<file path="config.mk">
export PLATFORM = sky130hd
export DESIGN_NAME = hot_ring_counter
export DESIGN_NICKNAME = d
export VERILOG_FILES = /design/src/rtl/ring_pkg.sv /design/src/rtl/ring_block_ctl.sv /design/src/rtl/ring_segment.sv /design/src/rtl/hot_ring_counter.sv
export SDC_FILE = /design/constraint.sdc
export NUM_CORES = 1
export LEC_CHECK = 0
export ABC_AREA = 1
export BUFFER_PORTS_ARGS = -buffer_cell sky130_fd_sc_hd__buf_4
export CORE_MARGIN = 1.5
export CORE_UTILIZATION = 45
export DETAILED_ROUTE_END_ITERATION = 10
export PLACE_DENSITY = 0.69
export SLEW_MARGIN = 30
export SYNTH_ARGS = -nofsm -noshare
export SYNTH_HDL_FRONTEND = slang
export SYNTH_HIERARCHICAL = 1
export SYNTH_SLANG_ARGS = --single-unit
</file>
<file path="constraint.sdc">
create_clock -name clk -period 1.2 [get_ports clk]
set_input_delay 0.12 -clock clk [delete_from_list [all_inputs] [get_ports clk]]
set_output_delay 0.12 -clock clk [all_outputs]
set_load 0.01 [all_outputs]
</file>
<file path="src/rtl/ring_pkg.sv">
package ring_pkg;

    // States of one segment's enable controller
    typedef enum logic {
        CTL_IDLE  = 1'b0,
        CTL_ARMED = 1'b1
    } ctl_state_e;

endpackage

</file>
<file path="src/rtl/ring_block_ctl.sv">
module ring_block_ctl
    import ring_pkg::*;
#(
    parameter bit ARMED_AT_RESET = 1'b0
) (
    input  logic clk,
    input  logic rst,
    input  logic entrance,  // set bit reaches this segment on the next step
    input  logic leave,     // set bit now sits in the segment above
    output logic enable
);

    ctl_state_e state_q;
    ctl_state_e state_d;

    always_ff @(posedge clk) begin
        if (rst) begin
            state_q <= ARMED_AT_RESET ? CTL_ARMED : CTL_IDLE;
        end else begin
            state_q <= state_d;
        end
    end

    // Next-state: idle watches entrance only, armed watches leave only
    always_comb begin
        state_d = state_q;
        unique case (state_q)
            CTL_IDLE:  if (entrance) state_d = CTL_ARMED;
            CTL_ARMED: if (leave)    state_d = CTL_IDLE;
            default:   state_d = CTL_IDLE;
        endcase
    end

    // Output: already enabled in the cycle the bit is about to enter
    always_comb begin
        unique case (state_q)
            CTL_IDLE:  enable = entrance;
            CTL_ARMED: enable = 1'b1;
            default:   enable = 1'b0;
        endcase
    end

endmodule

</file>
<file path="src/rtl/ring_segment.sv">
module ring_segment #(
    parameter int BLK          = 4,
    parameter bit HOT_AT_RESET = 1'b0
) (
    input  logic           clk,
    input  logic           rst,
    input  logic           shift,
    input  logic           ser_in,
    output logic [BLK-1:0] q
);

    localparam logic [BLK-1:0] HOT_PAT  = BLK'(1);
    localparam logic [BLK-1:0] RST_PAT  = HOT_AT_RESET ? HOT_PAT : '0;

    logic [BLK-1:0] q_next;

    generate
        if (BLK == 1) begin : g_single
            assign q_next = ser_in;
        end else begin : g_multi
            assign q_next = {q[BLK-2:0], ser_in};
        end
    endgenerate

    always_ff @(posedge clk) begin
        if (rst) begin
            q <= RST_PAT;
        end else if (shift) begin
            q <= q_next;
        end
    end

endmodule

</file>
<file path="src/rtl/hot_ring_counter.sv">
module hot_ring_counter #(
    parameter int  WIDTH = 16,
    parameter int  BLK   = 4,
    localparam int NBLK  = WIDTH / BLK
) (
    input  logic             clk,
    input  logic             rst,
    input  logic             advance,
    output logic [WIDTH-1:0] count,
    output logic [NBLK-1:0]  block_active
);

    generate
        if ((WIDTH % BLK) != 0 || NBLK < 2 || WIDTH < 3) begin : g_bad_cfg
            $error("hot_ring_counter: WIDTH must be a multiple of BLK, with at least two segments and three bits");
        end
    endgenerate

    generate
        for (genvar b = 0; b < NBLK; b++) begin : g_seg
            localparam int LO       = b * BLK;
            localparam int PREV_TOP = ((b + NBLK - 1) % NBLK) * BLK + BLK - 1;
            localparam int NEXT_LO  = ((b + 1) % NBLK) * BLK;

            logic           seg_en;
            logic [BLK-1:0] seg_q;

            ring_block_ctl #(
                .ARMED_AT_RESET(b == 0)
            ) u_ctl (
                .clk      (clk),
                .rst      (rst),
                .entrance (count[PREV_TOP]),
                .leave    (count[NEXT_LO]),
                .enable   (seg_en)
            );

            ring_segment #(
                .BLK          (BLK),
                .HOT_AT_RESET (b == 0)
            ) u_seg (
                .clk    (clk),
                .rst    (rst),
                .shift  (seg_en & advance),
                .ser_in (count[PREV_TOP]),
                .q      (seg_q)
            );

            assign count[LO +: BLK] = seg_q;
            assign block_active[b]  = seg_en;
        end
    endgenerate

endmodule

</file>
Word-level counts from Yosys, hierarchy flattened
Cells that the tools add are included.
{ "classes": {"mux": 16, "bitwise_logic": 8} }
{ "op_table": {"columns": ["cell", "count"], "rows": [
  ["$pmux 1 s2", 8],
  ["$mux 1", 8],
  ["$and 1x1->1", 4],
  ["$not 1->1", 4]
]} }
{ "word_totals": {"ff_bits": 20, "in_bits": 3, "elab_cells": 32} }

Depth between registers and ports, before layout
Gate-level depths: netlist (run 1).
{ "depth": {"ltp_word": 3, "ltp_mapped": 8, "mapped_depth_nobuf": 7} }

Hierarchy
Netlist (run 1), hierarchy kept.
{ "modules_own_cells": {"columns": ["mod", "n_inst", "cells_each", "area_each_um2", "seq_area_each_um2"], "rows": [
  ["ring_segment (g_seg[1].u_seg ...)", 3, 26, 175.2, 80.1],
  ["ring_segment (g_seg[0].u_seg)", 1, 25, 175.2, 80.1],
  ["ring_block_ctl (g_seg[1].u_ctl ...)", 3, 7, 42.5, 20.0],
  ["hot_ring_counter", 1, 12, 60.1, 0.0],
  ["ring_block_ctl (g_seg[0].u_ctl)", 1, 8, 50.0, 20.0]
]} }

Worst setup path before layout (run 1)
OpenSTA, ideal clock, no wires.
{ "synth_timing": {"path_kind": "reg-to-reg", "start": "register g_seg[3].u_seg.q[3]", "end": "register g_seg[0].u_seg.q[1]", "setup_ps": 114, "t_arrival_ps": 934, "required_time_ps": 1086, "path_slack_ps": 152, "stages_incl_launch_ff": 7, "n_path_buf": 1, "synth_period_minus_slack_ps": 1048, "cell_sequence": "dfxtp_1 or2_1 nand2_1 inv_1 buf_6 nor2_1 nor2_2"} }
{ "synth_between": {"elab_chain_len": 2} }
{ "synth_lines": {"columns": ["item", "line", "text"], "rows": [
  ["start: declaration", "ring_segment.sv:9", "output logic [BLK-1:0] q"],
  ["start signal: assignment", "ring_segment.sv:29", "q <= q_next;"],
  ["$pmux 1 s2", "ring_block_ctl.sv:36", "unique case (state_q)"],
  ["named net g_seg[0].seg_en", "hot_ring_counter.sv:25", "logic seg_en;"],
  ["$and 1x1->1", "hot_ring_counter.sv:44", ".shift (seg_en & advance),"],
  ["end signal: assignment", "ring_segment.sv:29", null],
  ["end: declaration", "ring_segment.sv:9", null]
]} }
The timed path passes the listed nets, and every way through them passes these cells.
A chain may end at the register's enable or synchronous reset.

Worst setup path in the final report (run 1)
{ "layout_timing": {"start": "register g_seg[3].u_seg.q[3]", "end": "output block_active[0]"} }
{ "layout_between": {"elab_chain_len": 1} }
{ "layout_lines": {"columns": ["item", "line", "text"], "rows": [
  ["$pmux 1 s2", "ring_block_ctl.sv:36", null],
  ["end: declaration", "hot_ring_counter.sv:10", "output logic [NBLK-1:0] block_active"]
]} }
No other way between the ends.

==> flow_metrics.tcl, run 1 <==
set metrics [dict create \
    status "finished clean" \
    grt_max_degree 11 \
    grt_overflow_total 0 \
    clkPwrFrac 0.212 \
    seq_power_share 0.534 \
    synth_area_um2 938 \
    p_leak_nw 0.594 \
    place_inst 186 \
    nets 167 \
    max-vdd-ir-drop_mv 0.639 \
    pin_count 23 \
    cp_slowest_stage_delay_ns 0.36 \
    rows 16 \
    slew_headroom 0.829 \
    numCtsBuffers 3 \
    fin_setup_tns_ns 0 \
    grt_setup_unrepaired "true" \
    routed_via_density 4.07 \
    p_per_area_mw_per_mm2 1330 \
    clkLatencyLatePin_ns 0.29 \
    n_antenna_cell 0 \
    path_buf_inv 1 \
    dieHeight_um 48.7 \
    sw_frac_of_total 0.304 \
    min_period_over_period 0.948 \
    die_w_um 48.7 \
    drc_errors 0 \
    path_class "reg -> out" \
    hold_ws_ns 0.115 \
    yosysTopAreaCell "dfxtp_1" \
    cp-start-kind "flop" \
    skew_ns 0.00428 \
    cap_violations 0 \
    start_util 0.478 \
    synth_xor_area_frac 0 \
    cts_tree "done" \
    yosysWarnings 6 \
    cts_resized 0 \
    syn_inst 144 \
    vias 770 \
    io_buffers 22 \
    layout-drive-gt1-share 0.259 \
    die-area_mm2 0.00237 \
    finalMaxSlewViolations 0 \
    multi_input_area_um2 344 \
    setup_viol 0 \
    finalWirelength_um 1570 \
    pre_cts_slack_ns 0.124 \
    grt_pass1_vias 608 \
    drtPass1Iterations 2 \
    cts-root-buf "clkbuf_4" \
    worstMarginPinSlew_ns 0.256 \
    crit_fanout 5 \
    syn_to_final_growth_pct 17.1 \
    power_mw 1.46 \
    hold_viol 0 \
    synth_nets 147 \
    cell_internal_pwr_mw 1.02 \
    fill_cells 209 \
    synth_area_leaders "dfxtp_1 (43%), nand2_1 (17%), inv_1 (12%)" \
    worstPathArrival_ns 1.02 \
    grt_pass1_wl_um 2510 \
    p_switching_mw 0.444 \
    crit_chain "or2_1 -> buf_4" \
    yosys.area_share.simple 0.361 \
    synth_adder_area_share 0 \
    fin_cells 189 \
    clock_path_buffers 2 \
    postSynthAreaPerCell_um2 6.52 \
    critPathCaptureType "primary output" \
    antenna_left 0 \
    synth-seq-cells 20 \
    yosysSeqAreaShare 0.427 \
    fin_area_mm2 0.00110 \
    holdBufCountCts 0 \
    grt_usage 0.141 \
    post_cts_buffers 0 \
    slowest_stage "dfxtp_2" \
    htree_levels 1 \
    dpl.hpwl_um 1200 \
    yosysUniqueCellTypes 11 \
    seq_area_um2 402 \
    antenna_found_initial 0 \
    synth_top_area_frac 0.427 \
    core_area_mm2 0.00196 \
    fin_util 0.560 \
    cp_top_family "flip-flops" \
    first_iter_violations 7 \
    cts.sinks 20 \
    combPwrFrac 0.255 \
    fmax_mhz 879 \
    routabilityCongestion 0.779 \
    clk_pin_slew_worst_paths_ns 0.11 \
    synthMuxAreaShare 0 \
    synth-compound-area-share 0 \
    synth_top_family_by_area "simple AND/OR/NAND/NOR gates" \
    dpl-instance-area_mm2 0.00107 \
    period_minus_slack_ns 1.14 \
    worstHoldPathType "in -> reg" \
    required_ns 1.08 \
    fin_ws_ns 0.0626 \
    wire_per_inst_um 8.28 \
]
==> cell usage in the layout (no fill, tap or decap), drive strengths merged <==
master  count
or2         1
nand2      44
clkbuf      3
nor2       36
nand3       2
buf        23
inv        33
dfxtp      20
==> worst reg2reg max path: cells and delay by family, from the launching register on <==
family        cells  cell delay [ns]
buf+inv           2             0.25
flops             1             0.40
simple gates      5             0.30
==> state kept, by name (all words and copies together), names as in the netlist <==
register and count:
g_seg.u_ctl/state_q 4, g_seg.u_seg/q 16
==> cell type report <==
class                      instances  share of cell area
clock buffer                       3              0.0205
inverter                          33               0.113
multi-input combinational         83               0.313
sequential                        20               0.366
tap                               27              0.0308
timing repair buffer              23               0.157
==> kinds of logic after synthesis <==
logic type,count (synthesis)
simple gates,83
flops,20
buf+inv,41
==> metal layers <==
metal | GRT usage | part of all wire
met1 | 0.173 | 0.48
met2 | 0.221 | 0.47
met3 | 0.0432 | 0.039
met4 | 0.0714 | 0.0083
met5 | 0 | 0
==> synth_stat cells (all sizes together) <==
library cell,count
inv,33
buf,8
dfxtp,20
nor2,36
nand2,44
or2,1
nand3,2
==> power groups by stage <==
stage          clock network (mW)  registers (mW)  logic (mW)
6_report                    0.309           0.780       0.372
5_1_grt                     0.367           0.791       0.421
4_1_cts                     0.327           0.778       0.377
3_5_place_dp                    0           0.793       0.375
3_3_place_gp                    0           0.790       0.370
2_1_floorplan                   0           0.810       0.257
==> worst paths after layout <==
path | startpoint | to | slack [ns] | cells after the start
setup reg to reg | g_seg[0].u_seg/q[3] | g_seg[1].u_seg/q[0] | 0.14 | 7
setup / recovery | g_seg[3].u_seg/q[3] | block_active[0] | 0.06 | 2
hold reg to reg | g_seg[2].u_seg/q[2] | g_seg[2].u_seg/q[2] | 0.49 | 2
hold / removal | rst | g_seg[0].u_ctl/state_q | 0.11 | 3
No activity file was read; power rests on OpenSTA's default activity.
==> inputs of run 2 (changes only) <==
--- a/config.mk
+++ b/config.mk
@@ -5,12 +5,11 @@
 export SDC_FILE = /design/constraint.sdc
 export NUM_CORES = 1
 export LEC_CHECK = 0
-export ABC_AREA = 1
 export BUFFER_PORTS_ARGS = -buffer_cell sky130_fd_sc_hd__buf_4
 export CORE_MARGIN = 1.5
 export CORE_UTILIZATION = 45
 export DETAILED_ROUTE_END_ITERATION = 10
-export PLACE_DENSITY = 0.69
+export PLACE_DENSITY = 0.7
 export SLEW_MARGIN = 30
 export SYNTH_ARGS = -nofsm -noshare
 export SYNTH_HDL_FRONTEND = slang
==> run 2 against run 1 <==
  * Final area is 2.6% lower
  * Maximum frequency is 2.7% lower
  * Critical endpoint is now block_active[2]
  * Register-to-register slack worse by 0.06 ns
  * Utilization is 6.0 points higher
  * First-iteration DRC count is 71% lower
  * Sequential power is 13% lower
  * Power is 11% lower
  * Synthesized cell count is 45% lower
  * Wire length is 5.2% lower
  * Via count is 22% lower
==> flow_metrics.tcl, run 2 <==
set metrics [dict create \
    setup_viol 0 \
    grt_pass1_vias 527 \
    hold_viol 0 \
    finalMaxSlewViolations 0 \
    rows 15 \
    grt_max_degree 21 \
    dpl.hpwl_um 1020 \
    synth_top_area_frac 0.486 \
    skew_ns 0.00699 \
    p_switching_mw 0.254 \
    wire_per_inst_um 11.7 \
    routed_via_density 4.73 \
    fmax_mhz 855 \
    fin_setup_tns_ns 0 \
    cp-start-kind "flop" \
    fill_cells 156 \
    crit_fanout 3 \
    clk_pin_slew_worst_paths_ns 0.12 \
    synth_most_common_cell "dfxtp_1" \
    yosysTopAreaCell "dfxtp_1" \
    routabilityCongestion 0.650 \
    worstPathArrival_ns 1.05 \
    nets 106 \
    status "finished clean" \
    pin_count 23 \
    slew_headroom 0.850 \
    worstHoldPathType "in -> reg" \
    seq_power_share 0.524 \
    synth-seq-cells 20 \
    clkPwrFrac 0.427 \
    max-vdd-ir-drop_mv 0.716 \
    final_common_cell "buf_4" \
    vias 601 \
    layout_common_cells "buf_4 (27), dfxtp_1 (18), mux2i_1 (15), nor2_1 (15)" \
    yosysUniqueCellTypes 15 \
    holdPathStages 2 \
    top_register "g_seg.u_seg/q" \
    drtPass1Iterations 4 \
    ys.flop_type "dfxtp_1" \
    syn_inst 79 \
    min_period_over_period 0.974 \
    dieHeight_um 45.8 \
    reg2reg_from "g_seg[1].u_ctl/state_q" \
    combPwrFrac 0.049 \
    start_util 0.478 \
    sw_frac_of_total 0.196 \
    min_from "rst" \
    clkLatencyLatePin_ns 0.30 \
    first_iter_violations 2 \
    fin_util 0.620 \
    io_buffers 22 \
    cell_internal_pwr_mw 1.04 \
    postSynthAreaPerCell_um2 10.4 \
    grt_usage 0.158 \
    n_antenna_cell 0 \
    holdBufCountCts 0 \
    die_w_um 45.8 \
    yosysSeqAreaShare 0.486 \
    power_mw 1.29 \
    htree_levels 1 \
    finalWirelength_um 1480 \
    clock_path_buffers 2 \
    cap_violations 0 \
    syn_to_final_growth_pct 29.7 \
    synth_edf_count 0 \
    p_per_area_mw_per_mm2 1210 \
    die-area_mm2 0.00210 \
    cts_tree "done" \
    layout-drive-gt1-share 0.431 \
    numCtsBuffers 3 \
    antenna_found_initial 0 \
    reg2reg_to "g_seg[1].u_seg/q[3]" \
    largest_reg_flops 16 \
    required_ns 1.08 \
    synth_area_um2 825 \
    critPathCaptureType "primary output" \
    yosysWarnings 6 \
    hold_path_end "g_seg[3].u_ctl/state_q" \
    async_reset_ff_frac 0 \
    antenna_left 0 \
    p_leak_nw 0.447 \
    drc_errors 0 \
    r2r_slack_ns 0.08 \
    top_regs "g_seg.u_seg/q: 16 flops, g_seg.u_ctl/state_q: 4 flops" \
    cts.sinks 20 \
    worstMarginPinSlew_ns 0.225 \
    synth_area_leaders "dfxtp_1 (49%), mux2i_1 (18%), nor2_1 (6.8%)" \
    core_area_mm2 0.00173 \
    cts-root-buf "clkbuf_4" \
    synth_nets 82 \
    synth_commonest_cells "dfxtp_1 (20), mux2i_1 (15), nor2_1 (15)" \
    period_minus_slack_ns 1.17 \
    grt_overflow_total 0 \
    path_class "reg -> out" \
    grt_pass1_wl_um 2300 \
    reg2reg_depth 4 \
    grt_setup_unrepaired "false" \
]
-- run 2: cell count changes after synthesis, moves of 7 or more --
cell,change
nand2_1,-41
nor2_1,-14
nor2_2,-7
inv_1,-29
mux2i_1,+15
-- run 2: cells by family after synthesis --
| kind of cell | Yosys count | synth area share |
|---|---|---|
| buffers and inverters | 8 | 0.0607 |
| AO/OA/AOI/OAI | 5 | 0.0516 |
| flip-flops | 20 | 0.486 |
| AND/OR/NAND/NOR | 31 | 0.220 |
| multiplexers | 15 | 0.182 |
-- run 2: what timing repair did --
action,4_1_cts,5_1_grt
gates resized for setup,0,4
setup buffers,0,2
setup endpoints to repair,0,8
-- run 2: layout make-up --
class / count / area (um2) / area share
flip-flops and latches: 20 / 403 / 0.377
multi-input cells: 51 / 380 / 0.356
repair buffers: 27 / 203 / 0.189
well taps: 25 / 31.3 / 0.0292
clock inverters: 1 / 30.0 / 0.0281
clock buffers: 3 / 22.5 / 0.0211
-- run 2: how the worst max path moves through the flow --
stage	startpoint	to	slack, ns	cells after the start
after floorplan	g_seg[3].u_seg/q[3]	g_seg[0].u_seg/q[0]	0.0001	4
after global placement	g_seg[1].u_ctl/state_q	g_seg[1].u_seg/q[3]	0.09	4
after detailed placement	g_seg[2].u_ctl/state_q	g_seg[2].u_seg/q[3]	0.07	4
after CTS	g_seg[3].u_seg/q[3]	block_active[0]	0.03	2
after global routing	g_seg[0].u_ctl/state_q	block_active[0]	0.001	2
final	g_seg[2].u_ctl/state_q	block_active[2]	0.03	2
-- run 2: per-layer routing --
layer / vias to the layer above / share of wire / global-route usage
met1: 283 / 0.44 / 0.199
met5: - / 0 / 0
met2: 17 / 0.48 / 0.239
met4: 0 / 0.016 / 0.103
met3: 2 / 0.061 / 0.0397
li1: 299 / - / -
-- run 2: power by group through the flow --
stage | clock network [mW] | logic, mW | registers (mW)
2_1_floorplan | 0 | 0.0324 | 0.696
3_3_place_gp | 0 | 0.0629 | 0.693
3_5_place_dp | 0 | 0.0636 | 0.693
4_1_cts | 0.558 | 0.0637 | 0.678
5_1_grt | 0.586 | 0.0680 | 0.679
6_report | 0.553 | 0.0633 | 0.678
-- run 2: stage by stage --
stage	hold WS, ns	cells	worst slack [ns]	cell area [um2]
finish	0.115	127	0.0310	1070
global route	0.100	127	0.00150	1070
CTS	0.112	125	0.0312	1050
detailed placement	0.445	121	0.0667	997
global placement	0.445	121	0.0859	997
floorplan	0.182	79	0.000144	837
-- run 2: critical path: stages, from the launching register on --
cell and delay [ns]:
dfxtp_1 0.35, or2_1 0.26, buf_4 0.15
